--- config.mk ---
export PLATFORM = sky130hd
export DESIGN_NAME = flagbr_unit
export DESIGN_NICKNAME = d
export VERILOG_FILES = /design/src/rtl/flagbr_pkg.sv /design/src/rtl/flagbr_ctrl.sv /design/src/rtl/flagbr_dpath.sv /design/src/rtl/flagbr_unit.sv
export SDC_FILE = /design/constraint.sdc
export NUM_CORES = 1
export LEC_CHECK = 0
export BUFFER_PORTS_ARGS = -buffer_cell sky130_fd_sc_hd__buf_2
export CORE_MARGIN = 2
export CORE_UTILIZATION = 35
export DETAILED_ROUTE_END_ITERATION = 10
export GPL_ROUTABILITY_DRIVEN = 0
export PLACE_DENSITY = 0.75
export SETUP_SLACK_MARGIN = 0.2
export SLEW_MARGIN = 5
export SYNTH_ARGS = -nofsm -noshare
export SYNTH_HDL_FRONTEND = slang
export SYNTH_SLANG_ARGS = --single-unit
--- constraint.sdc ---
create_clock -name clk -period 1.9 [get_ports clk]
set_input_delay 0.285 -clock clk [delete_from_list [all_inputs] [get_ports clk]]
set_output_delay 0.285 -clock clk [all_outputs]
set_load 0.01 [all_outputs]
--- src/rtl/flagbr_pkg.sv ---
package flagbr_pkg;
  localparam int CODE_W = 9;
  localparam int FLAG_W = 6;
  localparam int IDX_W  = 3;

  localparam int F_EQ    = 0;
  localparam int F_GT    = 1;
  localparam int F_LT    = 2;
  localparam int F_CARRY = 3;
  localparam int F_MSB   = 4;
  localparam int F_SHIFT = 5;

  localparam logic [CODE_W-1:0] OP_COMPARE = 9'o200;
  localparam logic [3:0]        BR_PREFIX  = 4'b0110;

  typedef enum logic [1:0] {
    BR_JMP_SET  = 2'b00,
    BR_JMP_CLR  = 2'b01,
    BR_CALL_SET = 2'b10,
    BR_CALL_CLR = 2'b11
  } brKind_t;

  typedef struct packed {
    logic             cmpEn;
    logic             brEn;
    logic             wantClear;
    logic             isCall;
    logic [IDX_W-1:0] flagIdx;
  } ctlStrobes_t;
endpackage

--- src/rtl/flagbr_ctrl.sv ---
module flagbr_ctrl
  import flagbr_pkg::*;
(
  input  logic              instrValid,
  input  logic [CODE_W-1:0] instrCode,
  output ctlStrobes_t       ctl
);
  brKind_t kind;

  assign kind = brKind_t'(instrCode[4:3]);

  always_comb begin
    ctl = '0;
    if (instrValid) begin
      if (instrCode == OP_COMPARE) begin
        ctl.cmpEn = 1'b1;
      end else if (instrCode[CODE_W-1:5] == BR_PREFIX) begin
        ctl.brEn    = 1'b1;
        ctl.flagIdx = instrCode[IDX_W-1:0];
        unique case (kind)
          BR_JMP_SET:  begin ctl.wantClear = 1'b0; ctl.isCall = 1'b0; end
          BR_JMP_CLR:  begin ctl.wantClear = 1'b1; ctl.isCall = 1'b0; end
          BR_CALL_SET: begin ctl.wantClear = 1'b0; ctl.isCall = 1'b1; end
          BR_CALL_CLR: begin ctl.wantClear = 1'b1; ctl.isCall = 1'b1; end
          default:     begin ctl.wantClear = 1'b0; ctl.isCall = 1'b0; end
        endcase
      end
    end
  end
endmodule

--- src/rtl/flagbr_dpath.sv ---
module flagbr_dpath
  import flagbr_pkg::*;
#(
  parameter int DATA_W = 9
) (
  input  logic              clk,
  input  logic              rstN,
  input  ctlStrobes_t       ctl,
  input  logic [DATA_W-1:0] accIn,
  input  logic [DATA_W-1:0] operand,
  input  logic [DATA_W-1:0] pcIn,
  input  logic              carryWe,
  input  logic              carryIn,
  input  logic              shiftWe,
  input  logic              shiftIn,
  output logic [FLAG_W-1:0] flags,
  output logic              decideValid,
  output logic              branchTaken,
  output logic [DATA_W-1:0] pcNext,
  output logic              pushValid,
  output logic [DATA_W-1:0] pushData
);
  localparam int IDX_SPAN = 1 << IDX_W;
  localparam int SKIP_WORDS = 2;

  logic [FLAG_W-1:0]   flagsQ, flagsD;
  logic [IDX_SPAN-1:0] flagsWide;
  logic                selBit, takeIt;
  logic [DATA_W-1:0]   retAddr;

  // Indices past the implemented flags see zero.
  assign flagsWide = IDX_SPAN'(flagsQ);
  assign selBit    = flagsWide[ctl.flagIdx];
  assign takeIt    = ctl.brEn & (selBit ^ ctl.wantClear);
  assign retAddr   = pcIn + DATA_W'(SKIP_WORDS);

  always_comb begin
    flagsD = flagsQ;
    if (ctl.cmpEn) begin
      flagsD[F_EQ]  = (operand == accIn);
      flagsD[F_GT]  = (operand >  accIn);
      flagsD[F_LT]  = (operand <  accIn);
      flagsD[F_MSB] = accIn[DATA_W-1];
    end
    if (carryWe) flagsD[F_CARRY] = carryIn;
    if (shiftWe) flagsD[F_SHIFT] = shiftIn;
  end

  always_ff @(posedge clk) begin
    if (!rstN) begin
      flagsQ      <= '0;
      decideValid <= 1'b0;
      branchTaken <= 1'b0;
      pcNext      <= '0;
      pushValid   <= 1'b0;
      pushData    <= '0;
    end else begin
      flagsQ      <= flagsD;
      decideValid <= ctl.brEn;
      branchTaken <= takeIt;
      pushValid   <= takeIt & ctl.isCall;
      if (ctl.brEn) pcNext <= takeIt ? operand : retAddr;
      if (takeIt & ctl.isCall) pushData <= retAddr;
    end
  end

  assign flags = flagsQ;
endmodule

--- src/rtl/flagbr_unit.sv ---
module flagbr_unit
  import flagbr_pkg::*;
#(
  parameter int DATA_W = 9
) (
  input  logic              clk,
  input  logic              rstN,
  input  logic              instrValid,
  input  logic [CODE_W-1:0] instrCode,
  input  logic [DATA_W-1:0] accIn,
  input  logic [DATA_W-1:0] operand,
  input  logic [DATA_W-1:0] pcIn,
  input  logic              carryWe,
  input  logic              carryIn,
  input  logic              shiftWe,
  input  logic              shiftIn,
  output logic [FLAG_W-1:0] flags,
  output logic              decideValid,
  output logic              branchTaken,
  output logic [DATA_W-1:0] pcNext,
  output logic              pushValid,
  output logic [DATA_W-1:0] pushData
);
  ctlStrobes_t ctl;

  flagbr_ctrl u_ctrl (
    .instrValid (instrValid),
    .instrCode  (instrCode),
    .ctl        (ctl)
  );

  flagbr_dpath #(.DATA_W(DATA_W)) u_dpath (
    .clk         (clk),
    .rstN        (rstN),
    .ctl         (ctl),
    .accIn       (accIn),
    .operand     (operand),
    .pcIn        (pcIn),
    .carryWe     (carryWe),
    .carryIn     (carryIn),
    .shiftWe     (shiftWe),
    .shiftIn     (shiftIn),
    .flags       (flags),
    .decideValid (decideValid),
    .branchTaken (branchTaken),
    .pcNext      (pcNext),
    .pushValid   (pushValid),
    .pushData    (pushData)
  );
endmodule

**After elaboration in Yosys (flattened, before gate mapping)**

Index checks and enable logic that the tools add are counted.

- Multiplexer cells: 8
- Bitwise operators: 3
- Reduce and logical (&&, ||, !) cells: 1
- Order comparisons: 3
- Add/sub/neg operators: 1
- Equal/unequal tests: 6

Operator list:

| operator | number |
|---|---|
| two-way mux 6 bit | 2 |
| adder 9 x 2 -> 9 bit (second input constant) | 1 |
| == test 9 x 8 -> 1 bit (second input constant) | 1 |
| == test 9 bit | 1 |
| > comparator 9 bit | 1 |
| less-than comparator 9 bit | 1 |
| two-way mux 9 bit | 1 |
| case mux 2 bit (4 select lines) | 1 |
| two-way mux 7 bit | 1 |
| == test 2 bit (second input constant) | 2 |
| == test 4 x 3 -> 1 bit (second input constant) | 1 |
| less-than comparator 3 x 4 -> 1 bit (second input constant) | 1 |
| binary-select mux 1 bit (select 3 bit) | 1 |
| bitwise AND 1 bit | 2 |
| == test 2 x 1 -> 1 bit (second input constant) | 1 |
| logical NOT 2 bit | 1 |
| two-way mux 1 bit | 2 |
| bitwise XOR 1 bit | 1 |

- Bits in registers: 27
- Output and inout bits: 27

**Longest topological paths before layout**

Gate-level depths: netlist (run 1).

- Depth in word-level cells: 10
- Gate-level depth with buffers: 8
- Mapped depth without buffers: 8

**Cells and area by module**

From an unflattened synthesis (run 1), not the netlist that was laid out.

- Cell total of the unflattened synthesis: 179
- Area total of the unflattened synthesis: 1,546.5 sq um

By module, submodules not included:

| module | cells each | area an instance (sq um) | times used |
|---|---|---|---|
| flagbr_dpath | 163 | 1,447.6 | 1 |
| flagbr_ctrl | 16 | 98.8 | 1 |

**Worst setup path after synthesis (run 1)**

OpenSTA, ideal clock, no wires.

- Path kind: register -> register
- From: register u_dpath.flagsQ[0] (netlist: u_dpath.flags[0])
- To: register u_dpath.pushData[0]
- Arrival: 1.785 ns
- Buffers on the path: 2
- Slack: -0.006 ns
- Stages on the path, launching flop included: 8
- Path through: dfxtp_1 mux4_2 a22o_4 xnor2_4 and3_1 buf_6 buf_12 o21ai_0

- Cells in the longest elaborated chain, start to end: 5

RTL lines:

| item | line | source |
|---|---|---|
| start: declaration | flagbr_dpath.sv:26 | `logic [FLAG_W-1:0] flagsQ, flagsD;` |
| start signal: assignment | flagbr_dpath.sv:58 | `flagsQ <= flagsD;` |
| binary-select mux 1 bit (select 3 bit) | flagbr_dpath.sv:33 | `assign selBit = flagsWide[ctl.flagIdx];` |
| two-way mux 1 bit (not written as such) | flagbr_dpath.sv:33 |  |
| bitwise XOR 1 bit | flagbr_dpath.sv:34 | `assign takeIt = ctl.brEn & (selBit ^ ctl.wantClear);` |
| bitwise AND 1 bit | flagbr_dpath.sv:34 |  |
| bitwise AND 1 bit | flagbr_dpath.sv:63 | `if (takeIt & ctl.isCall) pushData <= retAddr;` |
| end signal: assignment | flagbr_dpath.sv:63 |  |
| end: declaration | flagbr_dpath.sv:21 | `output logic [DATA_W-1:0] pushData` |

Every way passes these cells. The select of a mux whose other input is x is not followed.
A chain may end at the register's enable or synchronous reset.

**Final worst setup path (run 1)**

- From: register u_dpath.flagsQ[2] (netlist: u_dpath.flags[2])
- To: register u_dpath.pcNext[2]

- Cells in the longest elaborated chain, start to end: 5

RTL lines:

| item | line | source |
|---|---|---|
| binary-select mux 1 bit (select 3 bit) | flagbr_dpath.sv:33 |  |
| two-way mux 1 bit (not written as such) | flagbr_dpath.sv:33 |  |
| bitwise XOR 1 bit | flagbr_dpath.sv:34 |  |
| bitwise AND 1 bit | flagbr_dpath.sv:34 |  |
| two-way mux 9 bit | flagbr_dpath.sv:62 | `if (ctl.brEn) pcNext <= takeIt ? operand : retAddr;` |
| end signal: assignment | flagbr_dpath.sv:62 |  |
| end: declaration | flagbr_dpath.sv:19 | `output logic [DATA_W-1:0] pcNext,` |

Every way passes these cells. The select of a mux whose other input is x is not followed.

==> impl_metrics.yaml, run 1 <==
global_routing:
  antenna_found_initial: 0
  grt_pass1_wl_mm: 7.39
  grt.total_usage_pct: 17.7
  grt_max_degree: 23
  first_global_vias: 1555
  overflow: 0
synth:
  synth_compound_area_share_pct: 24.7
  yosysWarningCount: 0
  syn_inst: 200
  synth_simple_gate_area_share_pct: 19.0
  ys_ff_latch: 27
  synthTopCellsByCount: "dfxtp_1 (27), o21ai_0 (19), nand2_1 (16)"
  synth_ff_type: "dfxtp_1"
  synth_top_family_by_area: "compound AO/OA/AOI/OAI gates"
  synth_top_cells_by_area: "dfxtp_1 (32%), ha_1 (7.4%), o21ai_0 (5.6%)"
  synth_top_area_share_pct: 31.9
  syn_area_mm2: 0.00170
  yosys.area.top_type: "dfxtp_1"
  synth_adder_area_share_pct: 7.38
  avgSynthCellArea_um2: 8.48
  synth-xor-area-share_pct: 4.72
  synth_most_common_cell: "dfxtp_1"
  synthArstFlopShare_pct: 0
  synth_edf_count: 0
  synth.area.mux_share_pct: 5.61
  syn_nets: 253
  ys_types: 44
  ys_seq_area_share_pct: 31.9
clock_network:
  clock-root-buffer: "clkbuf_8"
  insertion_delay_ns: 0.28
  cts_htree_levels: 1
  clock_path_buffers: 2
  clock-sinks: 27
  cts_tree: "built"
  numCtsBuffers: 3
  clkSlewWorstSetupHoldPaths_ns: 0.10
detailed_routing:
  routedWlPerCell_um: 14.1
  dr.pass1.iters: 4
  first_iter_violations: 158
  drc: 0
  detail_route.vias_per_cell: 5.27
  drtAntennaViolNets: 0
  via_count: 1766
  wl_mm: 4.74
critical_path:
  critical_path_class: "reg -> reg"
  regToRegEndpoint: "u_dpath.pcNext[2]$_SDFFE_PN0P_"
  timing.rr.start: "u_dpath.flags[2]$_SDFFE_PN0P_"
  cp_data_required_time_ns: 2.08
  crit_fanout: 3
  crit_path_end_kind: "flop"
  crit_arrival_ns: 2.04
  reg2regPathDepth: 6
  ff2ff_setup_slack_ns: 0.03
  crit_path_start_kind: "flop"
sta:
  rsz0062_at_grt: "true"
  drv_slew: 0
  holdWs_ns: 0.243
  max_slew_margin_pct: 72.3
  fin_crit_ns: 1.87
  fin_skew_ns: 0.00416
  setup_violations: 0
  max_freq_mhz: 536
  min_period_over_period_pct: 98.2
  tightest_slew_ns: 0.414
  fin_ws_ns: 0.0345
  hold_viol: 0
die:
  die_w_um: 73.6
  rows: 25
  initial_core_util_pct: 36.1
  dieArea_mm2: 0.00542
  io_pins: 70
  die_h_um: 73.6
  core_area_mm2: 0.00469
worst_hold_path:
  hold-path-endpoint: "u_dpath.flags[3]$_SDFFE_PN0P_"
  min_path_type: "in -> reg"
  holdPathStages: 3
  min-delay-start: "carryIn"
place:
  hpwl_mm: 3.73
  place_ws_ns: -0.112
  placed_cells: 327
  port_buffers: 69
layout:
  layout-drive-gt1-share_pct: 43.1
  fill_cells: 465
  ff_latch_area_um2: 548
  area_growth_pct: 36.8
  stdcell_count: 335
  nets: 335
  num_antenna_cells: 0
  multi_input_area_mm2: 0.00111
power_and_ir_drop:
  p_leak_nw: 1.10
  power_density_mw_per_mm2: 509
  ir_drop_mv: 0.394
run_status:
  status: "finished clean"
run:
  drv_cap: 0
==> per-layer routing <==
layer | routed length [um] | global-route usage [%] | vias to the layer above
li1 | - | - | 897
met2 | 2290 | 28.9 | 53
met1 | 2160 | 24.6 | 814
met5 | 0 | 0 | -
met4 | 17 | 2.42 | 0
met3 | 275 | 3.70 | 2
==> power by group <==
group	switching, W	internal [W]	total (W)	leakage, nW
combinational	0.000138	0.000117	0.000255	0.860
clock	0.000199	0.000149	0.000349	0.0217
sequential	0.00000534	0.000571	0.000577	0.220
==> per-stage QoR <==
stage	power, W	setup TNS [ns]	util [%]	area (um^2)
final	0.00118	0	49.4	2320
after global routing	0.00123	-0.273	49.4	2320
after CTS	0.00118	0	48.3	2270
after detailed placement	0.000828	-0.476	46.4	2180
after global placement	0.000822	-0.00213	46.4	2180
after floorplan	0.000720	0	-	1720
==> registers in the layout (all words and copies together), names as in the netlist <==
signal,cells
u_dpath.decideValid,1
u_dpath.pushData,9
u_dpath.branchTaken,1
u_dpath.flags,6
u_dpath.pushValid,1
u_dpath.pcNext,9
==> final cells by class <==
type	count	share of cell area, %
clock buffer	3	1.78
clock inverter	1	0.324
inverter	14	2.27
multi-input combinational	150	48.0
sequential	27	23.6
tap	54	2.91
timing repair buffer	86	21.1
==> kinds of logic (layout without fill, tap and decap cells) <==
family / Yosys count / count (layout)
compound gates: 60 / 60
xor+xnor: 7 / 7
fa+ha+maj: 10 / 10
flops: 27 / 27
mux: 8 / 8
simple gates: 65 / 65
buf+inv: 23 / 104
==> critical path, stage by stage, from the launching register on <==
cell and delay (ns):
dfxtp_4 0.37, mux4_2 0.48, a22o_4 0.26, buf_4 0.14, o21ai_1 0.13, nand2_1 0.12, o221a_2 0.26
==> placed cells by master, fill, tap and decap left out, types with 4 or more instances in the layout <==
cell type   n
buf_2      69
dfxtp_1    23
nand2_1    15
buf_4      15
inv_1      14
nand3_1    14
o21ai_0    14
nor2_1     13
ha_1       10
a21oi_1     6
a211oi_1    6
a31oi_1     6
mux2i_1     5
nor3_1      4
o21ai_1     4
a311oi_1    4
==> worst max-delay path by stage <==
| stage | start | to | slack (ns) |
|---|---|---|---|
| 2_1_floorplan | u_dpath.flags[3]$_SDFFE_PN0P_ | u_dpath.pushData[0]$_SDFFE_PN0P_ | 0.005 |
| 3_3_place_gp | instrCode[0] | u_dpath.pcNext[8]$_SDFFE_PN0P_ | -0.002 |
| 3_5_place_dp | instrCode[0] | u_dpath.pcNext[8]$_SDFFE_PN0P_ | -0.11 |
| 4_1_cts | u_dpath.flags[2]$_SDFFE_PN0P_ | u_dpath.pushData[0]$_SDFFE_PN0P_ | 0.05 |
| 5_1_grt | u_dpath.flags[2]$_SDFFE_PN0P_ | u_dpath.pushData[4]$_SDFFE_PN0P_ | -0.04 |
| 6_report | u_dpath.flags[2]$_SDFFE_PN0P_ | u_dpath.pcNext[2]$_SDFFE_PN0P_ | 0.03 |
==> repair_timing <==
action                     CTS  global route
resized for setup            6            13
pin swaps                    0            12
buffers inserted             2             2
setup endpoints to repair   18            22
hold buffers                 0             0
Power figures use the tool's default switching activity.
==> inputs of run 2 (changes only) <==
CORE_UTILIZATION = 43   (was 35)
PLACE_DENSITY = 0.87   (was 0.75)
==> impl_metrics.yaml, run 2 (synthesis gave the netlist of run 1 again) <==
run_status:
  status: "finished clean"
layout:
  area_growth_pct: 34.6
  final_common_cell: "buf_2"
  layout-drive-gt1-share_pct: 41.8
  fill_cells: 343
  post-route-util_pct: 61.4
  num_antenna_cells: 0
  nets: 334
  stdcell_count: 328
  fin_area_mm2: 0.00228
  final_cell_mix: "buf_2 (69), dfxtp_1 (23), o21ai_0 (17)"
clock_network:
  clock-sinks: 27
  clock_path_buffers: 2
  numCtsBuffers: 3
  clock-root-buffer: "clkbuf_8"
  cts_htree_levels: 1
  insertion_delay_ns: 0.27
  cts_tree: "built"
  clkSlewWorstSetupHoldPaths_ns: 0.09
detailed_routing:
  drc: 0
  first_iter_violations: 150
  via_count: 1819
  drtAntennaViolNets: 0
  dr.pass1.iters: 4
  wl_mm: 4.57
  detail_route.vias_per_cell: 5.55
  routedWlPerCell_um: 13.9
sta:
  fin_crit_ns: 1.84
  hold_viol: 0
  fin_ws_ns: 0.0582
  drv_slew: 0
  tightest_slew_ns: 0.357
  fin_skew_ns: 0.00226
  rsz0062_at_grt: "true"
  max_freq_mhz: 543
  max_slew_margin_pct: 75.9
  holdWs_ns: 0.249
  min_period_over_period_pct: 96.9
  setup_violations: 0
worst_hold_path:
  min_path_type: "in -> reg"
  holdPathStages: 3
  min-delay-start: "shiftIn"
  hold-path-endpoint: "u_dpath.flags[5]$_SDFFE_PN0P_"
place:
  hpwl_mm: 3.68
  place_ws_ns: -0.0486
  port_buffers: 69
  place_area_mm2: 0.00217
  placed_cells: 321
critical_path:
  cp_top_family: "multiplexers"
  critical-path-slowest-cell: "mux4_2"
  timing.rr.start: "u_dpath.flags[2]$_SDFFE_PN0P_"
  path_cells: "mux4_2 -> a22o_4 -> xnor2_4 -> and3_4 -> buf_12 -> nand3_1 -> o21ai_0"
  cp_data_required_time_ns: 2.10
  crit_path_end_kind: "flop"
  reg2regPathDepth: 7
  critPathMaxStageDelay_ns: 0.48
  path_buf_inv: 1
  ff2ff_setup_slack_ns: 0.06
  crit_path_start_kind: "flop"
  crit_fanout: 13
  critical_path_class: "reg -> reg"
  regToRegEndpoint: "u_dpath.pushData[3]$_SDFFE_PN0P_"
  crit_arrival_ns: 2.04
power_and_ir_drop:
  internal_power_w: 0.000836
  ir_drop_mv: 0.230
  swShare_pct: 27.8
  p_leak_nw: 1.09
  pwr-share-seq_pct: 49.8
  p_switching_w: 0.000322
  clockPowerShare_pct: 28.5
  power_density_mw_per_mm2: 508
  comb_power_share_pct: 21.7
die:
  initial_core_util_pct: 45.6
  die_h_um: 66.8
  dieArea_mm2: 0.00446
  core_area_mm2: 0.00372
  die_w_um: 66.8
  io_pins: 70
  rows: 22
run:
  drv_cap: 0
global_routing:
  overflow: 0
  antenna_found_initial: 0
  grt.total_usage_pct: 20.4
  grt_pass1_wl_mm: 7.02
  grt_max_degree: 27
  first_global_vias: 1578
## run 2: cell types whose count changed in the layout (fill, tap and decap cells not counted), sizes merged
cell	before	now
buf	86	85
## run 2: layer usage
| layer | share of wire [%] | vias up | wire length, um | GRT usage (%) |
|---|---|---|---|---|
| li1 | - | 898 | - | - |
| met1 | 42 | 853 | 1930 | 24.9 |
| met2 | 52 | 66 | 2370 | 37.0 |
| met3 | 5.5 | 2 | 250 | 3.04 |
| met4 | 0.42 | 0 | 19 | 5.10 |
| met5 | 0 | - | 0 | 0 |
## run 2: final cells by class
class | count | area (um^2) | area share [%]
multi-input combinational | 150 | 1100 | 48.1
sequential | 27 | 546 | 23.9
timing repair buffer | 85 | 478 | 20.9
tap | 48 | 60.1 | 2.63
inverter | 14 | 52.6 | 2.30
clock buffer | 3 | 41.3 | 1.81
clock inverter | 1 | 7.51 | 0.329
## run 2: worst max-delay path by stage
stage,start,endpoint,slack [ns],cells after the start
2_1_floorplan,u_dpath.flags[3]$_SDFFE_PN0P_,u_dpath.pushData[0]$_SDFFE_PN0P_,0.005,7
3_3_place_gp,instrCode[0],u_dpath.pcNext[8]$_SDFFE_PN0P_,-0.006,7
3_5_place_dp,accIn[1],u_dpath.flags[2]$_SDFFE_PN0P_,-0.05,9
4_1_cts,u_dpath.flags[3]$_SDFFE_PN0P_,u_dpath.pushData[3]$_SDFFE_PN0P_,0.06,7
5_1_grt,u_dpath.flags[2]$_SDFFE_PN0P_,u_dpath.pushData[2]$_SDFFE_PN0P_,0.02,7
6_report,u_dpath.flags[2]$_SDFFE_PN0P_,u_dpath.pushData[3]$_SDFFE_PN0P_,0.06,7
## run 2: power by group through the flow
stage	Clock (W)	Sequential, W	Combinational (W)
detailed placement	0	0.000591	0.000235
global route	0.000364	0.000578	0.000277
global placement	0	0.000590	0.000226
finish	0.000330	0.000577	0.000251
floorplan	0	0.000593	0.000127
CTS	0.000342	0.000577	0.000239
## run 2: worst reg2reg max path, delay by kind of cell (launching register included)
| family | cells | cell delay (ns) |
|---|---|---|
| simple gates | 2 | 0.32 |
| flops | 1 | 0.35 |
| compound gates | 2 | 0.35 |
| buf+inv | 1 | 0.14 |
| xor+xnor | 1 | 0.14 |
| mux | 1 | 0.48 |
## run 2: through the flow
stage           TNS, ns  total power, W
4_1_cts               0         0.00116
3_3_place_gp   -0.00633        0.000816
5_1_grt               0         0.00122
6_report              0         0.00116
3_5_place_dp     -0.252        0.000825
2_1_floorplan         0        0.000720
## run 2: what timing repair did
action | 4_1_cts | 5_1_grt
pin swaps | 3 | 4
gates resized for setup | 2 | 7
setup endpoints to repair | 18 | 21
setup buffers | 3 | 0
cloned | 0 | 0
hold buffers | 0 | 0
==> inputs of run 3 (changes only) <==
CELL_PAD_IN_SITES_DETAIL_PLACEMENT = 0   (was unset)
CELL_PAD_IN_SITES_GLOBAL_PLACEMENT = 1   (was unset)
CORE_UTILIZATION = 34   (was 43)
PLACE_DENSITY = 0.9   (was 0.87)
clock period = 2.1 ns   (was 1.9 ns; I/O delays follow)
==> impl_metrics.yaml, run 3 (synthesis gave the netlist of run 1 again) <==
run_status:
  status: "finished clean"
worst_hold_path:
  min_path_type: "in -> reg"
critical_path:
  crit_path_end_kind: "flop"
  cp_data_required_time_ns: 2.31
  crit_fanout: 11
  crit_path_start_kind: "flop"
  cp_top_family: "multiplexers"
  path_cells: "mux4_2 -> a22o_4 -> xnor2_4 -> and3_4 -> buf_12 -> a211oi_2"
  crit_arrival_ns: 2.06
  critPathMaxStageDelay_ns: 0.49
  path_buf_inv: 1
  critical_path_class: "reg -> reg"
  critical-path-slowest-cell: "mux4_2"
layout:
  final_cell_mix: "buf_2 (69), dfxtp_1 (24), nand2_1 (16), nor2_1 (15)"
  area_growth_pct: 30.7
  nets: 328
  num_antenna_cells: 0
  layout-drive-gt1-share_pct: 37.6
  final_common_cell: "buf_2"
  post-route-util_pct: 46.6
  stdcell_count: 341
detailed_routing:
  wl_mm: 4.45
  routedWlPerCell_um: 13.0
  first_iter_violations: 118
  detail_route.vias_per_cell: 5.03
  dr.pass1.iters: 4
  drc: 0
  via_count: 1715
  drtAntennaViolNets: 0
sta:
  fin_tns_setup_ns: 0
  min_period_over_period_pct: 88.3
  max_slew_margin_pct: 74.7
  max_freq_mhz: 539
  holdWs_ns: 0.271
  tightest_slew_ns: 0.370
  fin_skew_ns: 0.00143
  rsz0062_at_grt: "true"
  fin_crit_ns: 1.85
  drv_slew: 0
  setup_violations: 0
  hold_viol: 0
clock_network:
  hold_buffers: 0
  clock_path_buffers: 2
  cts_tree: "built"
  clock-sinks: 27
  insertion_delay_ns: 0.28
  numCtsBuffers: 3
  cts_htree_levels: 1
  clock-root-buffer: "clkbuf_8"
  clkSlewWorstSetupHoldPaths_ns: 0.10
power_and_ir_drop:
  internal_power_w: 0.000742
  pwr-share-seq_pct: 50.5
  comb_power_share_pct: 19.7
  p_leak_nw: 1.07
  ir_drop_mv: 0.310
  p_switching_w: 0.000290
  swShare_pct: 28.1
  power_density_mw_per_mm2: 465
  clockPowerShare_pct: 29.8
global_routing:
  grt.total_usage_pct: 16.8
  overflow: 0
  first_global_vias: 1598
  grt_max_degree: 29
  grt_pass1_wl_mm: 7.26
  antenna_found_initial: 0
die:
  initial_core_util_pct: 35.7
  io_pins: 70
  die_h_um: 74.6
  die_w_um: 74.6
  rows: 25
  core_area_mm2: 0.00475
  dieArea_mm2: 0.00557
run:
  drv_cap: 0
place:
  placed_cells: 334
  port_buffers: 69
  hpwl_mm: 3.54
[run 3: changes by cell type in the layout (fill, tap and decap cells not counted), sizes merged]
cell / change
buf: -6
clkinvlp: -1
clkinv: +1
[run 3: cell type report]
| cell class | count | area [um^2] |
|---|---|---|
| Fill cell | 493 | 2540 |
| Multi-Input combinational cell | 150 | 1050 |
| Sequential cell | 27 | 547 |
| Timing Repair Buffer | 79 | 433 |
| Tap cell | 67 | 83.8 |
| Inverter | 14 | 52.6 |
| Clock buffer | 3 | 41.3 |
| Clock inverter | 1 | 5.00 |
[run 3: layer usage]
| metal | GRT usage [%] | routed length (um) |
|---|---|---|
| met3 | 4.15 | 321 |
| met2 | 28.4 | 2090 |
| met5 | 0 | 0 |
| met4 | 3.37 | 46 |
| met1 | 22.0 | 1990 |
[run 3: worst paths after layout]
check,startpoint,end,slack [ns],depth (start not counted)
max,u_dpath.flags[0]$_SDFFE_PN0P_,u_dpath.pushData[1]$_SDFFE_PN0P_,0.25,6
min,shiftIn,u_dpath.flags[5]$_SDFFE_PN0P_,0.27,3
max reg2reg,u_dpath.flags[0]$_SDFFE_PN0P_,u_dpath.pushData[1]$_SDFFE_PN0P_,0.25,6
min reg2reg,u_dpath.pushData[5]$_SDFFE_PN0P_,u_dpath.pushData[5]$_SDFFE_PN0P_,0.45,2
[run 3: power groups by stage]
stage               clock network [W]  logic (W)  registers [W]
global placement                    0   0.000198       0.000534
floorplan                           0   0.000110       0.000536
detailed placement                  0   0.000200       0.000534
CTS                          0.000317   0.000202       0.000522
finish                       0.000307   0.000204       0.000521
global route                 0.000332   0.000229       0.000522
[run 3: timing repair]
item	in CTS	in global routing
resized for setup	0	7
hold endpoints to repair	0	0
setup endpoints to repair	1	9
pin swaps	1	1
setup buffers	3	0
[run 3: stage by stage]
step / setup WS (ns) / total power, W / area [um^2]
2_1_floorplan: 0.204 / 0.000647 / 1700
3_3_place_gp: 0.0606 / 0.000732 / 2120
3_5_place_dp: 0.0177 / 0.000734 / 2120
4_1_cts: 0.235 / 0.00104 / 2210
5_1_grt: 0.170 / 0.00108 / 2220
6_report: 0.246 / 0.00103 / 2220
[run 3: worst min-delay path: stages]
cell and delay [ns]:
buf_2 0.07, mux2i_1 0.05, nor2_1 0.07
